**config.mk**
```make
export PLATFORM = sky130hd
export DESIGN_NAME = kwdt_top
export DESIGN_NICKNAME = d
export VERILOG_FILES = /design/src/rtl/kwdt_pkg.sv /design/src/rtl/kwdt_keygate.sv /design/src/rtl/kwdt_prescaler.sv /design/src/rtl/kwdt_core.sv /design/src/rtl/kwdt_top.sv
export SDC_FILE = /design/constraint.sdc
export NUM_CORES = 1
export LEC_CHECK = 0
export BUFFER_PORTS_ARGS = -buffer_cell sky130_fd_sc_hd__buf_2
export CAP_MARGIN = 5
export CELL_PAD_IN_SITES_DETAIL_PLACEMENT = 0
export CELL_PAD_IN_SITES_GLOBAL_PLACEMENT = 1
export CORE_MARGIN = 1.5
export CORE_UTILIZATION = 37
export DETAILED_ROUTE_END_ITERATION = 8
export GPL_ROUTABILITY_DRIVEN = 0
export PLACE_DENSITY = 0.77
export SYNTH_ARGS = -nofsm -noshare
export SYNTH_HDL_FRONTEND = slang
export SYNTH_SLANG_ARGS = --single-unit
export TNS_END_PERCENT = 50
```
**constraint.sdc**
```tcl
create_clock -name clk -period 2 [get_ports clk]
set_input_delay 0.1 -clock clk [delete_from_list [all_inputs] [get_ports clk]]
set_output_delay 0.1 -clock clk [all_outputs]
set_load 0.03 [all_outputs]
```
**src/rtl/kwdt_pkg.sv**
```systemverilog
package kwdt_pkg;

    localparam int unsigned BYTE_W     = 8;
    localparam int unsigned BUS_W      = 2 * BYTE_W;
    localparam int unsigned SEL_W      = 3;
    localparam int unsigned BASE_LOG2  = 5;
    localparam int unsigned NUM_RATES  = 1 << SEL_W;
    localparam int unsigned PRE_W      = BASE_LOG2 + NUM_RATES - 1;
    localparam int unsigned SPARE_W    = BYTE_W - SEL_W - 2;

    typedef enum logic {
        REG_COUNT = 1'b0,
        REG_CTRL  = 1'b1
    } reg_sel_e;

    typedef struct packed {
        logic               run;
        logic               ovf;
        logic [SPARE_W-1:0] spare;
        logic [SEL_W-1:0]   sel;
    } ctrl_t;

    typedef struct packed {
        logic              cnt_wr;
        logic              ctrl_wr;
        logic              bad_key;
        logic [BYTE_W-1:0] payload;
    } wr_req_t;

endpackage

```
**src/rtl/kwdt_keygate.sv**
```systemverilog
module kwdt_keygate
    import kwdt_pkg::*;
#(
    parameter logic [BYTE_W-1:0] KEY_COUNT = 8'h5A,
    parameter logic [BYTE_W-1:0] KEY_CTRL  = 8'hA5
) (
    input  logic             clk,
    input  logic             rst_n,
    input  logic             wr_en_i,
    input  logic             wr_addr_i,
    input  logic [BUS_W-1:0] wr_data_i,
    output wr_req_t          req_o,
    output logic             key_err_o
);

    typedef struct packed {
        logic err;
    } gate_state_t;

    gate_state_t s_d, s_q;
    logic [BYTE_W-1:0] key_seen;
    logic [BYTE_W-1:0] key_want;
    logic              key_ok;

    always_comb begin
        key_seen = wr_data_i[BUS_W-1:BYTE_W];
        key_want = (wr_addr_i == REG_CTRL) ? KEY_CTRL : KEY_COUNT;
        key_ok   = (key_seen == key_want);

        req_o.cnt_wr  = wr_en_i && key_ok && (wr_addr_i == REG_COUNT);
        req_o.ctrl_wr = wr_en_i && key_ok && (wr_addr_i == REG_CTRL);
        req_o.bad_key = wr_en_i && !key_ok;
        req_o.payload = wr_data_i[BYTE_W-1:0];

        s_d     = s_q;
        s_d.err = req_o.bad_key;
    end

    always_ff @(posedge clk or negedge rst_n) begin
        if (!rst_n) s_q <= '0;
        else        s_q <= s_d;
    end

    assign key_err_o = s_q.err;

    AST_KEY_ERR_PULSE: assert property (@(posedge clk) disable iff (!rst_n)
        req_o.bad_key |=> key_err_o) else $error("key error not flagged");

    AST_KEY_ERR_ONLY_BAD: assert property (@(posedge clk) disable iff (!rst_n)
        (wr_en_i && key_ok) |=> !key_err_o) else $error("key error on good write");

endmodule

```
**src/rtl/kwdt_prescaler.sv**
```systemverilog
module kwdt_prescaler
    import kwdt_pkg::*;
(
    input  logic             clk,
    input  logic             rst_n,
    input  logic             run_i,
    input  logic             restart_i,
    input  logic [SEL_W-1:0] sel_i,
    output logic             tick_o
);

    typedef struct packed {
        logic [PRE_W-1:0] div;
    } pre_state_t;

    pre_state_t       s_d, s_q;
    logic [PRE_W-1:0] limit [NUM_RATES];

    for (genvar g = 0; g < NUM_RATES; g++) begin : g_limit
        assign limit[g] = PRE_W'((64'd1 << (BASE_LOG2 + g)) - 64'd1);
    end

    always_comb begin
        tick_o = run_i && (s_q.div == limit[sel_i]);
        s_d    = s_q;
        if (!run_i || restart_i || tick_o) begin
            s_d.div = '0;
        end else begin
            s_d.div = s_q.div + PRE_W'(1);
        end
    end

    always_ff @(posedge clk or negedge rst_n) begin
        if (!rst_n) s_q <= '0;
        else        s_q <= s_d;
    end

    AST_TICK_NEEDS_RUN: assert property (@(posedge clk) disable iff (!rst_n)
        tick_o |-> run_i) else $error("tick while stopped");

    AST_RESTART_GAP: assert property (@(posedge clk) disable iff (!rst_n)
        restart_i |=> !tick_o) else $error("tick right after restart");

endmodule

```
**src/rtl/kwdt_core.sv**
```systemverilog
module kwdt_core
    import kwdt_pkg::*;
#(
    parameter int unsigned PULSE_LEN = 8
) (
    input  logic              clk,
    input  logic              rst_n,
    input  wr_req_t           req_i,
    input  logic              tick_i,
    output logic [BYTE_W-1:0] count_o,
    output ctrl_t             ctrl_o,
    output logic              restart_o,
    output logic              rst_o
);

    localparam int unsigned PW = $clog2(PULSE_LEN + 1);

    typedef struct packed {
        logic [BYTE_W-1:0] cnt;
        ctrl_t             ctrl;
        logic [PW-1:0]     pulse;
    } core_state_t;

    core_state_t s_d, s_q;
    logic        wrap;
    logic        new_run;
    logic        new_ovf;
    logic [SEL_W-1:0] new_sel;

    always_comb begin
        s_d       = s_q;
        new_run   = req_i.payload[BYTE_W-1];
        new_ovf   = req_i.payload[BYTE_W-2];
        new_sel   = req_i.payload[SEL_W-1:0];
        restart_o = 1'b0;
        wrap      = tick_i && (s_q.cnt == '1) && !req_i.cnt_wr;

        if (req_i.cnt_wr) begin
            s_d.cnt = req_i.payload;
        end else if (tick_i) begin
            s_d.cnt = s_q.cnt + BYTE_W'(1);
        end

        if (req_i.ctrl_wr) begin
            s_d.ctrl.run   = new_run;
            s_d.ctrl.sel   = new_sel;
            s_d.ctrl.spare = '0;
            s_d.ctrl.ovf   = s_q.ctrl.ovf && new_ovf;
            restart_o      = s_q.ctrl.run && new_run && (new_sel != s_q.ctrl.sel);
        end

        if (wrap) begin
            s_d.ctrl.ovf = 1'b1;
            s_d.pulse    = PW'(PULSE_LEN);
        end else if (s_q.pulse != '0) begin
            s_d.pulse = s_q.pulse - PW'(1);
        end
    end

    always_ff @(posedge clk or negedge rst_n) begin
        if (!rst_n) s_q <= '0;
        else        s_q <= s_d;
    end

    assign count_o = s_q.cnt;
    assign ctrl_o  = s_q.ctrl;
    assign rst_o   = (s_q.pulse != '0);

    AST_KEYED_LOAD: assert property (@(posedge clk) disable iff (!rst_n)
        req_i.cnt_wr |=> (count_o == $past(req_i.payload))) else $error("load lost");

    AST_HOLD_WHEN_OFF: assert property (@(posedge clk) disable iff (!rst_n)
        (!ctrl_o.run && !req_i.cnt_wr) |=> $stable(count_o)) else $error("moved while off");

    AST_WRAP_EFFECT: assert property (@(posedge clk) disable iff (!rst_n)
        (tick_i && (count_o == '1) && !req_i.cnt_wr) |=> (ctrl_o.ovf && rst_o && (count_o == '0)))
        else $error("wrap not reported");

    AST_FLAG_STICKY: assert property (@(posedge clk) disable iff (!rst_n)
        (ctrl_o.ovf && !req_i.ctrl_wr) |=> ctrl_o.ovf) else $error("flag dropped");

    AST_WRITE_BEATS_TICK: assert property (@(posedge clk) disable iff (!rst_n)
        (req_i.cnt_wr && tick_i && !ctrl_o.ovf && !req_i.ctrl_wr) |=> !ctrl_o.ovf)
        else $error("overflow despite reload");

    AST_SPARE_ZERO: assert property (@(posedge clk) disable iff (!rst_n)
        req_i.ctrl_wr |=> (ctrl_o.spare == '0)) else $error("spare bits stored");

endmodule

```
**src/rtl/kwdt_top.sv**
```systemverilog
module kwdt_top
    import kwdt_pkg::*;
#(
    parameter logic [7:0]  KEY_COUNT = 8'h5A,
    parameter logic [7:0]  KEY_CTRL  = 8'hA5,
    parameter int unsigned PULSE_LEN = 8
) (
    input  logic        clk,
    input  logic        rst_n,
    input  logic        wr_en_i,
    input  logic        wr_addr_i,
    input  logic [15:0] wr_data_i,
    input  logic        rd_addr_i,
    output logic [7:0]  rd_data_o,
    output logic        wdt_rst_o,
    output logic        key_err_o
);

    wr_req_t           req;
    logic              tick;
    logic              restart;
    logic [BYTE_W-1:0] count;
    ctrl_t             ctrl;

    kwdt_keygate #(
        .KEY_COUNT (KEY_COUNT),
        .KEY_CTRL  (KEY_CTRL)
    ) u_gate (
        .clk       (clk),
        .rst_n     (rst_n),
        .wr_en_i   (wr_en_i),
        .wr_addr_i (wr_addr_i),
        .wr_data_i (wr_data_i),
        .req_o     (req),
        .key_err_o (key_err_o)
    );

    kwdt_prescaler u_pre (
        .clk       (clk),
        .rst_n     (rst_n),
        .run_i     (ctrl.run),
        .restart_i (restart),
        .sel_i     (ctrl.sel),
        .tick_o    (tick)
    );

    kwdt_core #(
        .PULSE_LEN (PULSE_LEN)
    ) u_core (
        .clk       (clk),
        .rst_n     (rst_n),
        .req_i     (req),
        .tick_i    (tick),
        .count_o   (count),
        .ctrl_o    (ctrl),
        .restart_o (restart),
        .rst_o     (wdt_rst_o)
    );

    always_comb begin
        rd_data_o = (rd_addr_i == REG_CTRL) ? ctrl : count;
    end

    AST_RESET_IDLE: assert property (@(posedge clk) disable iff (!rst_n)
        (!ctrl.run && !wdt_rst_o) |=> !wdt_rst_o) else $error("reset request while idle");

endmodule

```
==> metrics.txt, run 1 <==
Critical Path RT 2.21 ns; Reg2Reg Setup Slack -0.006 ns; crit start category flip-flop; critical path class reg2reg; n_diodes 0; Finished Layout Cells 334; critical path endpoint category flip-flop; first-pass GRT wire length 7770 um; Gate Count Post-Synth 206; routed vias/inst 5.44; Tcrit/Tclk final 100%; Die H 75.6 um; PortBufs 30; Net Sw Frac 25.5%; reported max-cap violation count 0; P_sw 331 uW; CTS root buffer clkbuf_8; Synth Area per Inst 9.46 um2; Mapped Nets 231; Pins Over Slew Limit 0; area of the mapped netlist 1950 um2; setup ws final -0.00585 ns; hold-critical path depth 2; CTS H-tree lvls 2; CTS Buffer Depth 2; measured slew at the worst slew-check pin 0.690 ns; clk_lat worst skew 0.29 ns; Vias 1818; status finished with violations; final core utilization 50.1%; hold path start wr_data_i[9]; initial antenna violation count 0; core box area 5110 um2; Area Growth Syn to Fin 31.3%; DR iter-0 viols 105; violated checks setup timing; First-pass DRT Iterations 5; crit path time final 2.01 ns; vias in the first global route 1640; initial cell density of the core 38.2%; synthesis-stage register bit count 30; Remaining DRCs 0; Total GRT Usage 18.4%; remaining antenna violation count 0; Final Hold Fails 0; hold endpoint u_gate.key_err_o; die footprint 5710 um2; Combinational Power Share 12.9%; Worst Reg-to-Reg Cells 7; Final #Nets 288; pin count of the biggest net entering global routing 31; YS warnings 0; crit-path max FO 17; GRT overflow 0; pwr dens 507 nW/um2; ys async rst share 100%; origin of the critical flop-to-flop path u_pre.s_q[0]; sequential power share 48.0%; Detailed Route WL 4890 um; cts bufs inserted 5; post-synthesis cell type count 44; Critical Path AT 2.22 ns; layout cells sized above 1 35.6%; commonest cells after routing, fill and taps aside 30 x buf_2, 30 x dfrtp_1, 28 x buf_4; Worst Hold Class in2reg; clock-pin slew on the worst setup and hold paths 0.07 ns; RSZ-0062 raised after global routing true; Max stage delay on crit path 0.52 ns; Final Setup Violations 1; Worst R2R End u_core.count_o[1]; crit-path cells ha_2 > and4_4 > o311ai_1 > o21bai_2 > buf_12 > or4_4 > a31oi_1; setup TNS -0.00585 ns; post-DP HPWL 3430 um; Slowest cell on crit path or4_4; Clk network pwr share 39.1%; wire per inst 14.6 um; Final Skew 0.00650 ns; CTS tree done; Slew Limit Headroom 54.0%; # rows 26; Inst Count DP 322; boundary pin count 31; Max Clock Freq 0.499 GHz; pre-CTS setup slack -0.0651 ns; Die W 75.6 um; Most used DFF post-synth dfrtp_1; P_int 965 uW; Leak 1.11 nW; Seq/Total Area, Yosys 38.5%; Sink Count 30; Post-synth EDFFs 0; VDD IR max 0.000342 V
[state kept, by name (all words and copies together) (netlist names)]
name and cells:
u_core.count_o 8, u_gate.key_err_o 1, u_core.ctrl_o 5, u_pre.s_q 12, u_core.s_q 4
[worst max-delay path by stage]
stage                                 from                 to  cells past startpoint
after floorplan           u_core.ctrl_o[0]  u_core.count_o[5]                      8
after global placement    u_core.ctrl_o[0]      u_core.s_q[1]                      5
after detailed placement  u_core.ctrl_o[0]      u_core.s_q[0]                      5
after CTS                     u_pre.s_q[0]  u_core.count_o[0]                      7
after global routing          u_pre.s_q[1]  u_core.count_o[0]                      7
final                         u_pre.s_q[0]  u_core.count_o[1]                      7
[what timing repair did]
item	CTS	global route
pin swaps	5	9
setup buffers	0	1
endpoints found under the setup margin	23	23
cloned	1	1
hold buffers	1	0
endpoints found under the hold margin	30	0
resized for setup	7	15
[power by group through the flow]
stage	logic (mW)	registers [mW]	clock network [mW]
after floorplan	0.101	0.634	0
after global placement	0.161	0.633	0
after detailed placement	0.161	0.633	0
after CTS	0.167	0.622	0.518
after global routing	0.184	0.623	0.551
final	0.167	0.622	0.507
[routing by layer]
metal | up-vias | track usage (%) | share of wire [%]
li1 | 888 | - | -
met1 | 871 | 26.1 | 48
met2 | 54 | 27.4 | 46
met3 | 5 | 3.17 | 4.6
met4 | 0 | 8.33 | 1.9
met5 | - | 0 | 0
[metrics by stage]
stage	cell area, um2	total power, mW	hold WS [ns]
after floorplan	1950	0.735	-0.196
after global placement	2340	0.794	0.187
after detailed placement	2340	0.795	0.186
after CTS	2480	1.31	0.0306
after global routing	2560	1.36	0.0433
final	2560	1.30	0.0233
[kinds of logic after synthesis]
family / share of synthesized area (%)
AOI/OAI and AO/OA: 15.0
xor gates and xnor gates: 7.19
adders and majority gates: 2.57
buffers and inverters: 4.81
DFF: 38.5
muxes: 5.20
and+or+nand+nor: 26.7
[Yosys cell counts, types with 4 or more instances]
cell	count	area, um2
dfrtp_1	30	751
nor3_1	14	70.1
nor2_1	13	48.8
or4_1	10	75.1
xor2_1	10	87.6
and3_1	9	56.3
mux2_2	9	101
nand2_1	9	33.8
o31ai_1	9	67.6
a31oi_1	8	50.1
nand3_1	7	35.0
nor2b_1	6	37.5
o21ai_0	6	30.0
o221ai_1	6	52.6
xnor2_1	6	52.6
and2_1	5	31.3
clkbuf_1	5	18.8
inv_1	5	18.8
ha_1	4	50.1
[critical path: cells and delay by family, from the launching register on]
family,cells,cell delay (ns)
flip-flops,1,0.36
AO/OA/AOI/OAI,3,0.48
AND/OR/NAND/NOR,2,0.73
adder cells (fa/ha/maj),1,0.19
buffers and inverters,1,0.17
[area by class of cell]
type | instances | area [um2]
Fill cell | 488 | 2550
Multi-Input combinational cell | 159 | 1200
Sequential cell | 30 | 751
Timing Repair Buffer | 61 | 402
Tap cell | 70 | 87.6
Clock buffer | 7 | 86.3
Inverter | 6 | 22.5
Clock inverter | 1 | 5.00
No activity file was read; power rests on OpenSTA's default activity.
==> inputs of run 2 (changes only) <==
- SKIP_CTS_REPAIR_TIMING: unset -> 1
==> metrics.txt, run 2 (synthesis results as in run 1) <==
Pins Over Slew Limit 0; sequential power share 48.1%; First-pass DRT Iterations 4; core box area 5110 um2; RSZ-0062 raised after global routing true; Net Sw Frac 25.4%; Worst Reg-to-Reg Cells 6; layout cells sized above 1 34.1%; vias in the first global route 1621; # rows 26; Leak 1.11 nW; Biggest register u_pre.s_q; remaining antenna violation count 0; critical path endpoint category flip-flop; max reg flops 12; Tcrit/Tclk final 99.3%; hold path start wr_data_i[9]; routed vias/inst 5.39; fill count 490; reported max-cap violation count 0; pwr dens 512 nW/um2; Die W 75.6 um; Area Growth Syn to Fin 29.6%; wire per inst 14.3 um; CTS Buffer Depth 2; initial antenna violation count 0; crit start category flip-flop; dpl cell area 2340 um2; status finished, final reports clean; Worst Hold Class in2reg; Final Setup Violations 0; hold-critical path depth 2; Clk network pwr share 39.1%; Vias 1800; critical path class reg2reg; PortBufs 30; clock-pin slew on the worst setup and hold paths 0.06 ns; CTS H-tree lvls 2; Detailed Route WL 4790 um; measured slew at the worst slew-check pin 0.687 ns; GRT overflow 0; first-pass GRT wire length 7610 um; Final Skew 0.00606 ns; Combinational Power Share 12.8%; hold endpoint u_gate.key_err_o; Critical Path AT 2.15 ns; Reg2Reg Setup Slack 0.01 ns; origin of the critical flop-to-flop path u_core.ctrl_o[0]; final core utilization 49.5%; commonest cells after routing, fill and taps aside 30 x buf_2, 30 x dfrtp_1, 28 x buf_4; setup ws final 0.0131 ns; pin count of the biggest net entering global routing 31; Final Hold Fails 0; crit path time final 1.99 ns; CTS tree done; Slew Limit Headroom 54.2%; Sink Count 30; cts bufs inserted 5; Final Cell Area 2530 um2; die footprint 5710 um2; Worst R2R End u_pre.s_q[3]; pre-CTS setup slack -0.0651 ns; crit-path max FO 7; CTS root buffer clkbuf_8; P_int 965 uW; n_diodes 0; VDD IR max 0.000342 V; Power, Total 1.29 mW; boundary pin count 31; Max Clock Freq 0.503 GHz; DR iter-0 viols 115; P_sw 329 uW; Die H 75.6 um; initial cell density of the core 38.2%; Final #Nets 288; Critical Path RT 2.17 ns; post-DP HPWL 3430 um; Total GRT Usage 18.0%; clk_lat worst skew 0.28 ns; Remaining DRCs 0
## run 2: changes by cell type in the layout (fill, tap and decap cells not counted), moves of 2 or more
cell	change
nor3_1	+3
and2_4	+2
nor3_4	-2
and2_1	-2
## run 2: worst max path at each step
stage | slack (ns) | end | cells after the start | from
after CTS | -0.08 | u_core.s_q[0] | 5 | u_core.ctrl_o[0]
after global routing | -0.08 | u_core.count_o[0] | 7 | u_pre.s_q[0]
final | 0.01 | u_pre.s_q[3] | 6 | u_core.ctrl_o[0]
after floorplan | -0.22 | u_core.count_o[5] | 8 | u_core.ctrl_o[0]
after detailed placement | -0.07 | u_core.s_q[0] | 5 | u_core.ctrl_o[0]
after global placement | -0.04 | u_core.s_q[1] | 5 | u_core.ctrl_o[0]
## run 2: area by class of cell
class / count / area (um2) / area share (%)
inverter: 6 / 22.5 / 0.892
timing repair buffer: 61 / 402 / 15.9
sequential: 30 / 751 / 29.7
clock inverter: 1 / 5.00 / 0.198
multi-input combinational: 159 / 1170 / 46.4
tap: 70 / 87.6 / 3.47
clock buffer: 7 / 86.3 / 3.42
## run 2: power groups by stage
stage	logic, mW	clock network, mW	registers, mW
finish	0.166	0.506	0.622
global route	0.183	0.549	0.623
CTS	0.163	0.518	0.622
detailed placement	0.161	0	0.633
global placement	0.161	0	0.633
floorplan	0.101	0	0.634
## run 2: per-stage QoR
| step | cells | setup TNS (ns) | hold slack [ns] |
|---|---|---|---|
| finish | 334 | 0 | 0.0252 |
| global route | 334 | -1.04 | 0.0433 |
| CTS | 330 | -1.12 | -0.123 |
| detailed placement | 322 | -0.673 | 0.186 |
| global placement | 322 | -0.443 | 0.187 |
| floorplan | 206 | -3.82 | -0.196 |
## run 2: critical path: stages, from the launching register on
cell and delay, ns:
dfrtp_1 0.37, or4b_1 0.51, and3_4 0.19, and2_4 0.19
nor4_4 0.33, buf_4 0.22, nor3_1 0.06
## run 2: layer usage
metal  routed length (um)  vias up  track usage, %
met5                    0        -               0
li1                     -      886               -
met1                 2330      863            25.7
met4                   94        0            8.33
met3                  206        5            3.17
met2                 2160       46            26.4
